--- src/rtl/vtg_pkg.sv ---
package vtg_pkg;
  localparam int ROW_W  = 7;
  localparam int LINE_W = 5;
  localparam int DATA_W = 8;
  localparam int SEL_W  = 4;

  typedef enum logic [SEL_W-1:0] {
    SEL_TOTAL   = 4'd0,
    SEL_ADJUST  = 4'd1,
    SEL_SHOWN   = 4'd2,
    SEL_SYNCPOS = 4'd3,
    SEL_LINEMAX = 4'd4
  } vt_sel_e;

  typedef struct packed {
    logic [ROW_W-1:0]  total;
    logic [ROW_W-1:0]  adjust;
    logic [ROW_W-1:0]  shown;
    logic [ROW_W-1:0]  syncpos;
    logic [LINE_W-1:0] linemax;
  } vt_regs_t;
endpackage

--- src/rtl/vt_regfile.sv ---
module vt_regfile
  import vtg_pkg::*;
#(
  parameter vt_regs_t RST_REGS = '0
) (
  input  logic              clk,
  input  logic              rst,
  input  logic              we,
  input  logic [SEL_W-1:0]  sel,
  input  logic [DATA_W-1:0] wdata,
  input  logic              load,
  output vt_regs_t          act,
  output vt_regs_t          pend
);
  vt_regs_t shadow;
  logic     unused_wbits;

  assign unused_wbits = ^wdata[DATA_W-1:ROW_W];

  // pending copy, written at any time
  always_ff @(posedge clk) begin
    if (rst) begin
      shadow <= RST_REGS;
    end else if (we) begin
      case (sel)
        SEL_TOTAL:   shadow.total   <= wdata[ROW_W-1:0];
        SEL_ADJUST:  shadow.adjust  <= wdata[ROW_W-1:0];
        SEL_SHOWN:   shadow.shown   <= wdata[ROW_W-1:0];
        SEL_SYNCPOS: shadow.syncpos <= wdata[ROW_W-1:0];
        SEL_LINEMAX: shadow.linemax <= wdata[LINE_W-1:0];
        default:     shadow         <= shadow;
      endcase
    end
  end

  // active copy, refreshed only at the frame wrap
  always_ff @(posedge clk) begin
    if (rst)       act <= RST_REGS;
    else if (load) act <= shadow;
  end

  // values that govern the scanline about to begin
  assign pend = load ? shadow : act;
endmodule

--- src/rtl/vt_counter.sv ---
module vt_counter
  import vtg_pkg::*;
(
  input  logic              clk,
  input  logic              rst,
  input  logic              stb,
  input  logic [ROW_W-1:0]  total,
  input  logic [ROW_W-1:0]  adjust,
  input  logic [LINE_W-1:0] linemax,
  output logic [ROW_W-1:0]  row,
  output logic [LINE_W-1:0] line,
  output logic              in_adj,
  output logic [ROW_W-1:0]  row_n,
  output logic [LINE_W-1:0] line_n,
  output logic              adj_n,
  output logic              wrap
);
  logic [ROW_W-1:0] acnt, acnt_n;
  logic             last_line, last_row;

  assign last_line = (line == linemax);
  assign last_row  = (row == total);

  always_comb begin
    row_n  = row;
    line_n = line;
    adj_n  = in_adj;
    acnt_n = acnt;
    wrap   = 1'b0;
    if (in_adj) begin
      if (acnt + ROW_W'(1) == adjust) wrap = 1'b1;
      else                            acnt_n = acnt + ROW_W'(1);
    end else if (last_line) begin
      if (last_row) begin
        if (adjust == '0) begin
          wrap = 1'b1;
        end else begin
          adj_n  = 1'b1;
          acnt_n = '0;
          line_n = '0;
        end
      end else begin
        line_n = '0;
        row_n  = row + ROW_W'(1);
      end
    end else begin
      line_n = line + LINE_W'(1);
    end
    if (wrap) begin
      row_n  = '0;
      line_n = '0;
      adj_n  = 1'b0;
      acnt_n = '0;
    end
  end

  always_ff @(posedge clk) begin
    if (rst) begin
      row    <= '0;
      line   <= '0;
      in_adj <= 1'b0;
      acnt   <= '0;
    end else if (stb) begin
      row    <= row_n;
      line   <= line_n;
      in_adj <= adj_n;
      acnt   <= acnt_n;
    end
  end
endmodule

--- src/rtl/vt_outputs.sv ---
module vt_outputs
  import vtg_pkg::*;
#(
  parameter vt_regs_t RST_REGS = '0,
  parameter int       VS_LINES = 16,
  localparam int      VS_W     = $clog2(VS_LINES + 1)
) (
  input  logic              clk,
  input  logic              rst,
  input  logic              stb,
  input  logic [ROW_W-1:0]  row_n,
  input  logic [LINE_W-1:0] line_n,
  input  logic              adj_n,
  input  logic              wrap,
  input  logic [ROW_W-1:0]  shown,
  input  logic [ROW_W-1:0]  syncpos,
  output logic              vde,
  output logic              vsync,
  output logic              frame_start
);
  localparam logic RST_SYNC = (RST_REGS.syncpos == '0);
  localparam logic RST_VDE  = (RST_REGS.shown != '0);

  logic [VS_W-1:0] vs_left, vs_next;
  logic            start_n;

  assign start_n = !adj_n && (line_n == '0) && (row_n == syncpos);

  always_comb begin
    if (start_n)              vs_next = VS_W'(VS_LINES);
    else if (vs_left != '0)   vs_next = vs_left - VS_W'(1);
    else                      vs_next = '0;
  end

  always_ff @(posedge clk) begin
    if (rst) begin
      vs_left     <= RST_SYNC ? VS_W'(VS_LINES) : '0;
      vsync       <= RST_SYNC;
      vde         <= RST_VDE;
      frame_start <= 1'b1;
    end else if (stb) begin
      vs_left     <= vs_next;
      vsync       <= (vs_next != '0);
      vde         <= !adj_n && (row_n < shown);
      frame_start <= wrap;
    end
  end
endmodule

--- src/rtl/vt_timing_gen.sv ---
module vt_timing_gen
  import vtg_pkg::*;
#(
  parameter int RST_TOTAL   = 31,
  parameter int RST_ADJUST  = 6,
  parameter int RST_SHOWN   = 25,
  parameter int RST_SYNCPOS = 28,
  parameter int RST_LINEMAX = 7,
  parameter int VS_LINES    = 16
) (
  input  logic        clk,
  input  logic        rst,
  input  logic        line_stb,
  input  logic [3:0]  reg_sel,
  input  logic [7:0]  reg_wdata,
  input  logic        reg_we,
  output logic        vde,
  output logic        vsync,
  output logic        frame_start
);
  localparam vt_regs_t RST_REGS = '{
    total:   ROW_W'(RST_TOTAL),
    adjust:  ROW_W'(RST_ADJUST),
    shown:   ROW_W'(RST_SHOWN),
    syncpos: ROW_W'(RST_SYNCPOS),
    linemax: LINE_W'(RST_LINEMAX)
  };

  vt_regs_t          act_regs, pend_regs;
  logic [ROW_W-1:0]  cur_row, nxt_row;
  logic [LINE_W-1:0] cur_line, nxt_line;
  logic              cur_adj, nxt_adj, wrap, load;
  logic              unused_fields;

  assign load = line_stb && wrap;
  assign unused_fields = ^{pend_regs.total, pend_regs.adjust, pend_regs.linemax,
                           act_regs.shown, act_regs.syncpos};

  vt_regfile #(.RST_REGS(RST_REGS)) i_regs (
    .clk   (clk),
    .rst   (rst),
    .we    (reg_we),
    .sel   (reg_sel),
    .wdata (reg_wdata),
    .load  (load),
    .act   (act_regs),
    .pend  (pend_regs)
  );

  vt_counter i_cnt (
    .clk     (clk),
    .rst     (rst),
    .stb     (line_stb),
    .total   (act_regs.total),
    .adjust  (act_regs.adjust),
    .linemax (act_regs.linemax),
    .row     (cur_row),
    .line    (cur_line),
    .in_adj  (cur_adj),
    .row_n   (nxt_row),
    .line_n  (nxt_line),
    .adj_n   (nxt_adj),
    .wrap    (wrap)
  );

  vt_outputs #(.RST_REGS(RST_REGS), .VS_LINES(VS_LINES)) i_out (
    .clk         (clk),
    .rst         (rst),
    .stb         (line_stb),
    .row_n       (nxt_row),
    .line_n      (nxt_line),
    .adj_n       (nxt_adj),
    .wrap        (wrap),
    .shown       (pend_regs.shown),
    .syncpos     (pend_regs.syncpos),
    .vde         (vde),
    .vsync       (vsync),
    .frame_start (frame_start)
  );
endmodule

--- config.mk ---
export PLATFORM = sky130hd
export DESIGN_NAME = vt_timing_gen
export DESIGN_NICKNAME = d
export VERILOG_FILES = /design/src/rtl/vtg_pkg.sv /design/src/rtl/vt_regfile.sv /design/src/rtl/vt_counter.sv /design/src/rtl/vt_outputs.sv /design/src/rtl/vt_timing_gen.sv
export SDC_FILE = /design/constraint.sdc
export NUM_CORES = 1
export LEC_CHECK = 0
export BUFFER_PORTS_ARGS = -buffer_cell sky130_fd_sc_hd__buf_2
export CELL_PAD_IN_SITES_DETAIL_PLACEMENT = 1
export CELL_PAD_IN_SITES_GLOBAL_PLACEMENT = 2
export CORE_UTILIZATION = 43
export DETAILED_ROUTE_END_ITERATION = 6
export GPL_ROUTABILITY_DRIVEN = 0
export PLACE_DENSITY = 0.93
export SYNTH_ARGS = -nofsm -noshare
export SYNTH_HDL_FRONTEND = slang
export SYNTH_HIERARCHICAL = 1
export SYNTH_SLANG_ARGS = --single-unit
--- constraint.sdc ---
create_clock -name clk -period 9.7 [get_ports clk]
set_clock_uncertainty 0.2 [all_clocks]
set_input_delay 0.485 -clock clk [delete_from_list [all_inputs] [get_ports clk]]
set_output_delay 0.485 -clock clk [all_outputs]
set_load 0.05 [all_outputs]
Word level (Yosys, flattened, before mapping). Index checks and enable logic that the tools add are counted.

Memory bits (read-only): 0. Logic and storage cells: 79. Register bits: 94. RAM bits: 0. Memories kept: 0. Bits in latches: 0. Input bits: 16.

Equal/unequal tests: 10. Shifts and indexed selects: 0. Div/mod/pow operators: 0. Reductions and logical operators: 18. Mux-type cells: 28. Bitwise logic cells: 0. Add/subtract/negate cells: 4. Order comparisons: 1. Multipliers: 0.

Operators with widths (number): 7-bit 2-to-1 mux (10); 5-bit 2-to-1 mux (7); 7-bit equality test (3); 19-bit 2-to-1 mux (1); 7-bit by 1-bit adder with 7-bit output, second input constant (2); 1-bit 2-to-1 mux (10); 2-bit AND reduction (5); 5-bit nonzero test (2); 4-bit by 2-bit equality test with 1-bit output, second input constant (2); 7-bit logical NOT (1); 7-bit less-than comparator (1); 3-bit nonzero test (2); 5-bit by 1-bit adder with 5-bit output, second input constant (1); 5-bit equality test (1); 5-bit logical NOT (1); 5-bit AND reduction (1); 5-bit by 1-bit subtractor with 5-bit output, second input constant (1); 4-bit by 1-bit equality test with 1-bit output, second input constant (1); 4-bit by 3-bit equality test with 1-bit output, second input constant (1); 1-bit logical AND (4); 4-bit logical NOT (1); 3-bit by 1-bit != test with 1-bit output, second input constant (1); 3-bit by 2-bit != test with 1-bit output, second input constant (1); 1-bit logical NOT (1).

Depth between registers and ports, before layout.
Word-level depth: 11. Gate-level depth with buffers: 19.

Hierarchy. Netlist, hierarchy kept.

By module, submodules not included: vt_regfile (seq. area each 1321.3 um^2, cells each 234, area an instance 2688.8 um^2, times used 1); vt_counter (seq. area each 400.4 um^2, cells each 216, area an instance 1660.3 um^2, times used 1); vt_outputs (seq. area each 160.2 um^2, cells each 79, area an instance 645.6 um^2, times used 1); vt_timing_gen (seq. area each 0.0 um^2, cells each 1, area an instance 6.3 um^2, times used 1).

Worst setup path after synthesis. No wires, ideal clock.

Path type: register to register. Start point: reg i_cnt.acnt[0]. End point: reg i_out.vsync. Required time: 9.409 ns. Cell stages (with the launch flop): 18. Data arrival time: 3.630 ns. Slack: 5.779 ns. Cells stage by stage: dfxtp_1 ha_1 and3_1 nand3_1 xnor2_1 and4_1 clkbuf_1 a21boi_2 inv_2 buf_2 and2_1 buf_6 buf_6 mux2_1 xor2_1 nor4_1 nand3_2 a311oi_1.

RTL lines: start: declaration (RTL line vt_counter.sv:18) `logic [ROW_W-1:0] acnt, acnt_n;`; start signal: assignment (RTL line vt_counter.sv:67) `acnt <= acnt_n;`; end signal: assignment (RTL line vt_outputs.sv:43) `vsync <= (vs_next != '0);`; end: declaration (RTL line vt_outputs.sv:18) `output logic vsync,`.

==> run_results.csv <==
group,metric,value,unit
die,die_area,12100,µm²
global_routing,grt_overflow,0,
cts,cts_tree,"built",
timing,worst_hold_slack,0.232,ns
synth,syn_area,5000,µm²
route,routed_wl,11.8,mm
synth,synth_top_family_by_area,"simple AND/OR/NAND/NOR gates",
route,wl_per_cell,17.4,µm
worst_setup_path,arrival,4.86,ns
route,viasPerCell,5.57,
timing,min_period,4.81,ns
global_routing,grt_pass1_vias,4001,
timing,setup_tns,0,ns
worst_setup_path,critPathLaunch,"i_cnt/acnt[0]",
worst_setup_path,required,9.75,ns
worst_setup_path,worst_setup_path_end_kind,"register",
place,io_buffers,17,
layout,stdcell_count,679,
worst_setup_path,slowest_stage,"nor4_1",
synth,synthCells,530,
timing,worstMarginPinSlew,0.977,ns
place,placed_cells,663,
cts,clk_latency,0.35,ns
flow_run,drv_cap,0,
synth,synth.area.mux_share,15.4,%
worst_setup_path,max_stage_delay,0.48,ns
min_path,hp-class,"in -> reg",
synth,ys_types,61,
synth,async_flop_share,0,%
layout,nNetsFinal,557,
cts,root_buffer,"clkbuf_16",
cts,cts_buffer_depth,2,
timing,max_freq,208,MHz
global_routing,grtUsageTotal,21.1,%
power,fin_total_pwr,0.834,mW
die,die_w,110,µm
timing,finalCritPeriodShare,49.6,%
synth,ys_seq_area_share,37.6,%
cts,cts_max_level,3,
route,ant_nets,0,
layout,diodes,0,
power,p_leak,2.17,nW
global_routing,grt_pass1_wl,19.4,mm
die,die_h,110,µm
timing,setup-violations-final,0,
synth,syn_area_per_cell,9.44,µm²
global_routing,grt_start_max_net_pins,106,
cts,cts-resized-gates,0,
worst_setup_path,r2r_start,"i_cnt/acnt[0]",
timing,grt_setup_unrepaired,"no",
cts,clkSlewWorstSetupHoldPaths,0.07,ns
synth,ys.flop_type,"dfxtp_1",
synth,yosysWarnings,6,
synth,synth-compound-area-share,8.68,%
layout,syn_to_final_growth,8.53,%
power,p_per_area,154,nW/µm²
synth,syn_nets,556,
route,vias,3782,
synth,synth-xor-area-share,6.48,%
route,drtIter0Drc,150,
worst_setup_path,critPathLaunchType,"register",
cts,clock-sinks,94,
global_routing,antenna_found_initial,0,
worst_setup_path,cp_max_fo,33,
route,first_pass_iters,4,
worst_setup_path,path_class,"reg -> reg",
timing,slew_violations,0,
synth,synth_fa_ha_area_share,2.50,%
status,status,"completed",
layout,drive_gt1_share,15.9,%
cts,post-cts-setup-buffer-count,0,
route,drc,0,
die,rows,39,
timing,relSlewSlack,34.9,%
power,peakVddDrop,0.0987,mV
synth,yosys.area_share.simple,24.3,%
worst_setup_path,worstPathCellList,"ha_1 -> and3_1 -> nand3_1 -> xnor2_1 -> and4_1 -> a21boi_2 -> inv_2 -> and2_1 -> buf_4 -> mux2_1 -> xor2_1 -> nor4_1 -> nand3_2 -> a311oi_1",
die,initial_utilization,44.0,%
place,hpwlAfterDp,8.21,mm
synth,synth_edf_count,0,
synth,ys_seq_elements,94,
die,design.portCount,19,
timing,final-hold-violation-count,0,
min_path,min_from,"reg_wdata[2]",
cts,cts_buffers,9,
cts,cts_hold_buffers,0,
die,fp.coreArea,11400,µm²
==> cells in the final DEF (no fill, tap or decap), types with 13 or more instances in the layout <==
cell / n
nor2b_1: 24
dfxtp_1: 94
xor2_1: 13
mux2_4: 13
mux2_2: 18
or2_1: 14
a21oi_1: 18
buf_2: 17
nor3_1: 15
nand2_1: 23
mux2i_1: 34
xnor2_1: 19
nand2b_1: 32
nor2_1: 42
nand3_1: 14
inv_1: 16
==> power by group <==
group | leakage, nW | internal, mW | total (mW) | switching (mW)
Combinational | 1.25 | 0.0195 | 0.0535 | 0.0340
Sequential | 0.760 | 0.391 | 0.396 | 0.00488
Clock | 0.159 | 0.229 | 0.384 | 0.155
==> synth_stat cells (all sizes together), types with 5 or more instances <==
| master | instances | share of area, % |
|---|---|---|
| dfxtp | 94 | 38 |
| nor2 | 42 | 3.2 |
| mux2 | 34 | 8.6 |
| mux2i | 34 | 6.8 |
| nand2b | 32 | 4.0 |
| nand2 | 24 | 1.9 |
| nor2b | 24 | 3.0 |
| xnor2 | 21 | 4.2 |
| a21oi | 18 | 1.8 |
| inv | 17 | 1.3 |
| nand3 | 17 | 2.0 |
| or2 | 17 | 2.1 |
| clkbuf | 16 | 1.2 |
| nor3 | 16 | 1.7 |
| buf | 14 | 2.5 |
| xor2 | 13 | 2.3 |
| o21ai | 12 | 1.2 |
| ha | 10 | 2.5 |
| and3 | 8 | 1.0 |
| nor4 | 7 | 0.88 |
| o41ai | 6 | 1.1 |
| nand4 | 5 | 0.63 |
==> sequential cells by signal, indices dropped and copies added (netlist names) <==
register           flops
i_cnt/acnt             7
i_cnt/in_adj           1
i_cnt/line             5
i_cnt/row              7
i_out/frame_start      1
i_out/vde              1
i_out/vs_left          5
i_out/vsync            1
i_regs/act            33
i_regs/shadow         33
==> stage by stage <==
step	util (%)	instance area [µm²]	setup WS [ns]
global placement	44.9	5100	4.99
floorplan	-	5000	5.78
CTS	47.7	5430	4.83
detailed placement	44.9	5100	4.87
global route	47.7	5430	4.55
finish	47.7	5430	4.89
==> path summary, 6_finish.rpt <==
check	to	slack, ns	cells past startpoint
max reg2reg	i_out/vsync	4.89	14
min reg2reg	i_regs/shadow[13]	0.28	2
min	i_regs/shadow[14]	0.23	3
max	i_out/vsync	4.89	14
==> cell type report <==
cell class	instances	area (µm²)
clock buffers	10	229
flip-flops and latches	94	1880
clock inverters	6	93.8
repair buffers	20	108
multi-input cells	389	2870
well taps	143	179
inverters	17	63.8
fillers	1321	5940
==> metal layers <==
| layer | up-vias | routed length, µm | share of wire (%) | GRT usage (%) |
|---|---|---|---|---|
| met2 | 46 | 6070 | 51 | 38.5 |
| li1 | 1857 | - | - | - |
| met3 | 17 | 344 | 2.9 | 4.56 |
| met1 | 1862 | 5170 | 44 | 23.8 |
| met4 | 0 | 240 | 2.0 | 7.62 |
| met5 | - | 0 | 0 | 0 |
==> cell families after synthesis <==
kind of cell             Yosys count
AND/OR/NAND/NOR                  214
flip-flops                        94
multiplexers                      68
AO/OA/AOI/OAI                     63
buffers and inverters             47
XOR/XNOR                          34
adder cells (fa/ha/maj)           10
==> worst max-delay path, delay by kind of cell (launching register included) <==
family / cells / cell delay [ns]
xor+xnor: 2 / 0.41
mux: 1 / 0.43
simple gates: 6 / 1.69
fa+ha+maj: 1 / 0.30
compound gates: 2 / 0.43
buf+inv: 2 / 0.80
flops: 1 / 0.44
Power figures use the tool's default switching activity.
